--- config.mk ---
export PLATFORM = sky130hd
export DESIGN_NAME = spi_cs_sequencer
export DESIGN_NICKNAME = d
export VERILOG_FILES = /design/src/rtl/spi_csq_pkg.sv /design/src/rtl/csq_delay.sv /design/src/rtl/csq_gate.sv /design/src/rtl/csq_decode.sv /design/src/rtl/spi_cs_sequencer.sv
export SDC_FILE = /design/constraint.sdc
export NUM_CORES = 1
export LEC_CHECK = 0
export BUFFER_PORTS_ARGS = -buffer_cell sky130_fd_sc_hd__buf_2
export CORE_ASPECT_RATIO = 1.75
export CORE_MARGIN = 2
export CORE_UTILIZATION = 30
export DETAILED_ROUTE_END_ITERATION = 10
export PLACE_DENSITY = 0.53
export SYNTH_ARGS = -nofsm -noshare
export SYNTH_HDL_FRONTEND = slang
export SYNTH_SLANG_ARGS = --single-unit
--- constraint.sdc ---
create_clock -name clk -period 6.2 [get_ports clk]
set_input_delay 0 -clock clk [delete_from_list [all_inputs] [get_ports clk]]
set_output_delay 0 -clock clk [all_outputs]
set_load 0.02 [all_outputs]
--- src/rtl/spi_csq_pkg.sv ---
package spi_csq_pkg;

    typedef enum logic [2:0] {
        ST_IDLE,
        ST_SETUP,
        ST_START,
        ST_XFER,
        ST_HOLD,
        ST_WAIT,
        ST_PARK
    } csq_state_e;

endpackage

--- src/rtl/csq_delay.sv ---
module csq_delay #(
    parameter int DLY_W = 8
) (
    input  logic             clk,
    input  logic             rst_n,
    input  logic             load,
    input  logic [DLY_W-1:0] load_val,
    output logic             expired
);
    logic [DLY_W-1:0] cnt_q;

    always_ff @(posedge clk or negedge rst_n) begin
        if (!rst_n)
            cnt_q <= '0;
        else if (load)
            cnt_q <= load_val;
        else if (cnt_q != '0)
            cnt_q <= cnt_q - 1'b1;
    end

    assign expired = (cnt_q == '0);

    // every delay runs out before the next one is loaded
    assert_load_idle_R5: assert property (@(posedge clk) disable iff (!rst_n)
        load |-> (cnt_q == '0));

endmodule

--- src/rtl/csq_gate.sv ---
module csq_gate #(
    parameter int GRP_W = 2,
    parameter int CSW   = 2
) (
    input  logic             clk,
    input  logic             rst_n,
    input  logic             req_valid,
    input  logic [GRP_W-1:0] req_grp,
    input  logic [CSW-1:0]   req_cs,
    input  logic             req_lock,
    input  logic             req_hold,
    input  logic             open_idle,
    input  logic             open_park,
    input  logic [CSW-1:0]   park_cs,
    output logic             take,
    output logic             swap,
    output logic             lock_active,
    output logic [GRP_W-1:0] lock_owner
);
    logic             lock_q;
    logic [GRP_W-1:0] owner_q;
    logic             eligible;

    assign eligible = req_valid && (!lock_q || (req_grp == owner_q));
    assign take     = eligible && (open_idle || (open_park && (req_cs == park_cs)));
    assign swap     = eligible && open_park && (req_cs != park_cs);

    always_ff @(posedge clk or negedge rst_n) begin
        if (!rst_n) begin
            lock_q  <= 1'b0;
            owner_q <= '0;
        end else if (take) begin
            lock_q  <= req_lock | req_hold;
            owner_q <= req_grp;
        end
    end

    assign lock_active = lock_q;
    assign lock_owner  = owner_q;

    assert_owner_moves_on_take_R10: assert property (@(posedge clk) disable iff (!rst_n)
        (lock_owner != $past(lock_owner)) |-> $past(take));

endmodule

--- src/rtl/csq_decode.sv ---
module csq_decode #(
    parameter int NUM_CS = 4,
    parameter int CSW    = 2
) (
    input  logic [CSW-1:0]    code,
    input  logic              active,
    output logic [NUM_CS-1:0] cs_n
);
    for (genvar i = 0; i < NUM_CS; i++) begin : g_line
        assign cs_n[i] = !(active && (code == CSW'(i)));
    end
endmodule

--- src/rtl/spi_cs_sequencer.sv ---
module spi_cs_sequencer
    import spi_csq_pkg::*;
#(
    parameter int NUM_CS = 4,
    parameter int GRP_W  = 2,
    parameter int DLY_W  = 8,
    localparam int CSW   = (NUM_CS > 1) ? $clog2(NUM_CS) : 1
) (
    input  logic              clk,
    input  logic              rst_n,
    input  logic              req_valid,
    input  logic [GRP_W-1:0]  req_grp,
    input  logic [CSW-1:0]    req_cs,
    input  logic              req_hold,
    input  logic              req_wdel,
    input  logic              req_lock,
    output logic              req_take,
    output logic              sh_start,
    input  logic              sh_done,
    output logic [NUM_CS-1:0] cs_n,
    input  logic [DLY_W-1:0]  cfg_setup,
    input  logic [DLY_W-1:0]  cfg_hold,
    input  logic [DLY_W-1:0]  cfg_wait,
    output logic              lock_active,
    output logic [GRP_W-1:0]  lock_owner
);
    localparam logic [DLY_W-1:0] ONE = DLY_W'(1);

    csq_state_e       state_q, state_d;
    logic [CSW-1:0]   cur_cs;
    logic             cur_hold, cur_wdel;
    logic             take, swap, dly_end, dly_load, line_on;
    logic             use_setup, use_hold, use_wait;
    logic [DLY_W-1:0] dly_val;

    assign use_setup = (cfg_setup != '0);
    assign use_hold  = (cfg_hold != '0);
    assign use_wait  = cur_wdel && (cfg_wait != '0);

    csq_gate #(.GRP_W(GRP_W), .CSW(CSW)) u_gate (
        .clk(clk), .rst_n(rst_n), .req_valid(req_valid), .req_grp(req_grp),
        .req_cs(req_cs), .req_lock(req_lock), .req_hold(req_hold),
        .open_idle(state_q == ST_IDLE), .open_park(state_q == ST_PARK),
        .park_cs(cur_cs), .take(take), .swap(swap),
        .lock_active(lock_active), .lock_owner(lock_owner)
    );

    csq_delay #(.DLY_W(DLY_W)) u_delay (
        .clk(clk), .rst_n(rst_n), .load(dly_load), .load_val(dly_val),
        .expired(dly_end)
    );

    csq_decode #(.NUM_CS(NUM_CS), .CSW(CSW)) u_decode (
        .code(cur_cs), .active(line_on), .cs_n(cs_n)
    );

    // next-state decision
    always_comb begin
        state_d = state_q;
        unique case (state_q)
            ST_IDLE:  if (take) state_d = use_setup ? ST_SETUP : ST_START;
            ST_SETUP: if (dly_end) state_d = ST_START;
            ST_START: state_d = ST_XFER;
            ST_XFER:
                if (sh_done) begin
                    if (cur_hold)      state_d = use_wait ? ST_WAIT : ST_PARK;
                    else if (use_hold) state_d = ST_HOLD;
                    else               state_d = use_wait ? ST_WAIT : ST_IDLE;
                end
            ST_HOLD:
                if (dly_end) state_d = (!cur_hold && use_wait) ? ST_WAIT : ST_IDLE;
            ST_WAIT:  if (dly_end) state_d = cur_hold ? ST_PARK : ST_IDLE;
            ST_PARK:
                if (take)      state_d = ST_START;
                else if (swap) state_d = use_hold ? ST_HOLD : ST_IDLE;
            default:  state_d = ST_IDLE;
        endcase
    end

    // state register and current-word fields
    always_ff @(posedge clk or negedge rst_n) begin
        if (!rst_n) begin
            state_q  <= ST_IDLE;
            cur_cs   <= '0;
            cur_hold <= 1'b0;
            cur_wdel <= 1'b0;
        end else begin
            state_q <= state_d;
            if (take) begin
                cur_cs   <= req_cs;
                cur_hold <= req_hold;
                cur_wdel <= req_wdel;
            end
        end
    end

    // outputs and delay loading
    always_comb begin
        dly_load = (state_d != state_q) &&
                   (state_d == ST_SETUP || state_d == ST_HOLD || state_d == ST_WAIT);
        unique case (state_d)
            ST_SETUP: dly_val = cfg_setup - ONE;
            ST_HOLD:  dly_val = cfg_hold - ONE;
            ST_WAIT:  dly_val = cfg_wait - ONE;
            default:  dly_val = '0;
        endcase
        line_on  = (state_q != ST_IDLE) && !(state_q == ST_WAIT && !cur_hold);
        sh_start = (state_q == ST_START);
        req_take = take;
    end

    assert_one_line_R2: assert property (@(posedge clk) disable iff (!rst_n)
        $onehot0(~cs_n));
    assert_start_under_cs_R2: assert property (@(posedge clk) disable iff (!rst_n)
        sh_start |-> (cs_n != '1));
    assert_start_pulse_R2: assert property (@(posedge clk) disable iff (!rst_n)
        sh_start |=> !sh_start);
    assert_held_after_done_R4: assert property (@(posedge clk) disable iff (!rst_n)
        (state_q == ST_XFER && sh_done && cur_hold) |=> (cs_n == $past(cs_n)));
    assert_zero_hold_release_R9: assert property (@(posedge clk) disable iff (!rst_n)
        (state_q == ST_XFER && sh_done && !cur_hold && cfg_hold == '0) |=> (cs_n == '1));

endmodule

==> flow_summary.ini <==
[min_path]
hp-class = in -> reg

[sta]
fin_ws_ps = 2630
finalSetupViolations = 0
rsz0062_at_grt = no
relSlewSlack = 0.236
fin_setup_tns_ps = 0
fin_crit_ps = 3570
clock_skew_ps = 2.03
tightestPinTransition_ps = 1130
drv_slew = 0
timing.hold.ws_ps = 4.22
fmax_mhz = 280
finalCritPeriodShare = 0.575
hold_viol = 0

[global_route]
antenna_found_initial = 0
grt_overflow = 0
first_global_vias = 1595
grt_usage = 0.151
grt_max_degree = 19
grt_pass1_wl_mm = 7.28

[cts]
htreeDepth = 1
cts_resized = 0
cts.sinks = 18
cts_tree = yes
clk_pin_slew_worst_paths_ps = 70
cts_root_buf = clkbuf_8
cts_made_buffers = 3
holdBufCountCts = 2
clock_path_buffers = 2
clk_latency_ps = 250
cts_setup_buffers = 0

[route]
avgRoutedWirePerCell_um = 14.8
drc = 0
drtPass1Iterations = 4
wl_mm = 4.54
dr.first_iter.drc_count = 40
num_vias = 1597
ant_nets = 0
viasPerCell = 5.19

[placed_design]
dp_slack_ps = 2570
portBuffers = 43
post-dp-hpwl_mm = 3.72
gp_congestion = 0.810
dpl.cell_count = 302
post_dp_cell_area_mm2 = 0.00196

[floorplanning]
core-area_mm2 = 0.00554
die-area_mm2 = 0.00634
dieHeight_um = 104
row_count = 36
pin_count = 44
start_util = 0.308
die_x_um = 61.1

[logic_synthesis]
synth_top_area_frac = 0.264
yosysWarnings = 0
synth-main-ff-cell = dfrtp_1
yosysSeqAreaShare = 0.264
synthTopCellsByCount = nor2_1 (19), dfrtp_1 (18), a21oi_1 (14), nand2_1 (14), mux2i_1 (12)
synthArstFlopShare = 1.00
synth_nets = 230
synth.area.top_cells = dfrtp_1 (26%), mux2i_1 (7.0%), mux2_2 (4.6%)
synth_most_common_cell = nor2_1
ys_seq_elements = 18
synth_cells = 192
netlist_area_mm2 = 0.00171
synth_top_cell_by_area = dfrtp_1
yosysUniqueCellTypes = 59
synth_edf_count = 0
avgSynthCellArea_um2 = 8.90

[finish]
stdcell_count = 308
diodes = 0
drive_gt1_frac = 0.293
final_util = 0.367
final_area_mm2 = 0.00203
final_nets = 272
area_delta_synth_final_pct = 19.0

[setup_path]
path_cells = inv_1 > ha_1 > nor3b_1 > and2_1 > o221ai_2 > or2_1 > mux2_1 > mux2i_1 > ha_1 > a31o_1 > a31oi_1
critPathMaxStageDelay_ps = 490
required_ps = 6290
path_max_fanout = 15
slowest_stage = or2_1
crit_family = simple AND/OR/NAND/NOR gates
critPathMostFrequentCell = ha_1
end_kind = register
path_buf_inv = 1
crit_type = reg -> reg
worstPathArrival_ps = 3650
critPathLaunchType = register

[power]
total_power_uw = 760
p_leak_nw = 0.860
ir_drop_mv = 0.0882
power_per_cell_area_mw_per_mm2 = 373

[job]
cap_violations = 0

[outcome]
status = complete, no violations
[report_power, final]
part	total, mW	switching [mW]	internal [mW]	leakage (nW)
Sequential	0.246	0.0722	0.174	0.209
Clock	0.0820	0.0388	0.0432	0.0216
Combinational	0.432	0.237	0.194	0.630
Total	0.760	0.348	0.411	0.860
[cells by family after synthesis]
logic type / synth area share
DFF: 0.264
AOI/OAI and AO/OA: 0.193
xor gates and xnor gates: 0.0666
adders and majority gates: 0.0220
muxes: 0.168
and+or+nand+nor: 0.239
buffers and inverters: 0.0476
[layout by cell type, fill, tap and decap left out, types with 6 or more instances in the layout]
master / count
nor3_1: 8
dfrtp_1: 18
buf_2: 43
a21oi_1: 14
xor2_1: 6
nor2_1: 19
nand2_1: 14
xnor2_1: 7
mux2_2: 7
mux2i_1: 12
[path summary, 6_finish.rpt]
check	startpoint	endpoint	slack, ps	depth (start not counted)
setup / recovery	u_delay.cnt_q[0]	u_delay.cnt_q[6]	2630	11
hold / removal	req_grp[0]	u_gate.lock_owner[0]	4	2
setup reg to reg	u_delay.cnt_q[0]	u_delay.cnt_q[6]	2630	11
hold reg to reg	u_gate.lock_owner[0]	u_gate.lock_owner[0]	550	1
max in group asynchronous	rst_n	state_q[2]	5710	2
min in group asynchronous	rst_n	cur_cs[0]	210	2
[area by class of cell]
| class | instances | area [um2] |
|---|---|---|
| clock buffer | 3 | 41.3 |
| timing repair buffer | 46 | 245 |
| inverter | 5 | 18.8 |
| tap | 76 | 95.1 |
| multi-input combinational | 160 | 1180 |
| fill | 588 | 3510 |
| sequential | 18 | 450 |
[worst reg2reg max path, cell delays in order, from the launching register on]
cell      delay [ps]
dfrtp_1          390
inv_1            130
ha_1             180
nor3b_1          410
and2_1           380
o221ai_2         170
or2_1            490
mux2_1           430
mux2i_1          270
ha_1             310
a31o_1           170
a31oi_1           70
[registers in the layout, indices dropped and copies added (netlist names)]
register and flops:
u_delay.cnt_q 8, state_q 3, cur_hold 1, u_gate.lock_active 1, u_gate.lock_owner 2, cur_cs 2, cur_wdel 1
[metal layers]
metal | global-route usage | vias up | wire [um] | part of all wire
li1 | - | 790 | - | -
met1 | 0.157 | 756 | 1660 | 0.37
met2 | 0.274 | 37 | 2580 | 0.57
met3 | 0.0137 | 14 | 111 | 0.024
met4 | 0.0823 | 0 | 195 | 0.043
met5 | 0 | - | 0 | 0
Note: power is estimated with default switching activity, not from simulation.
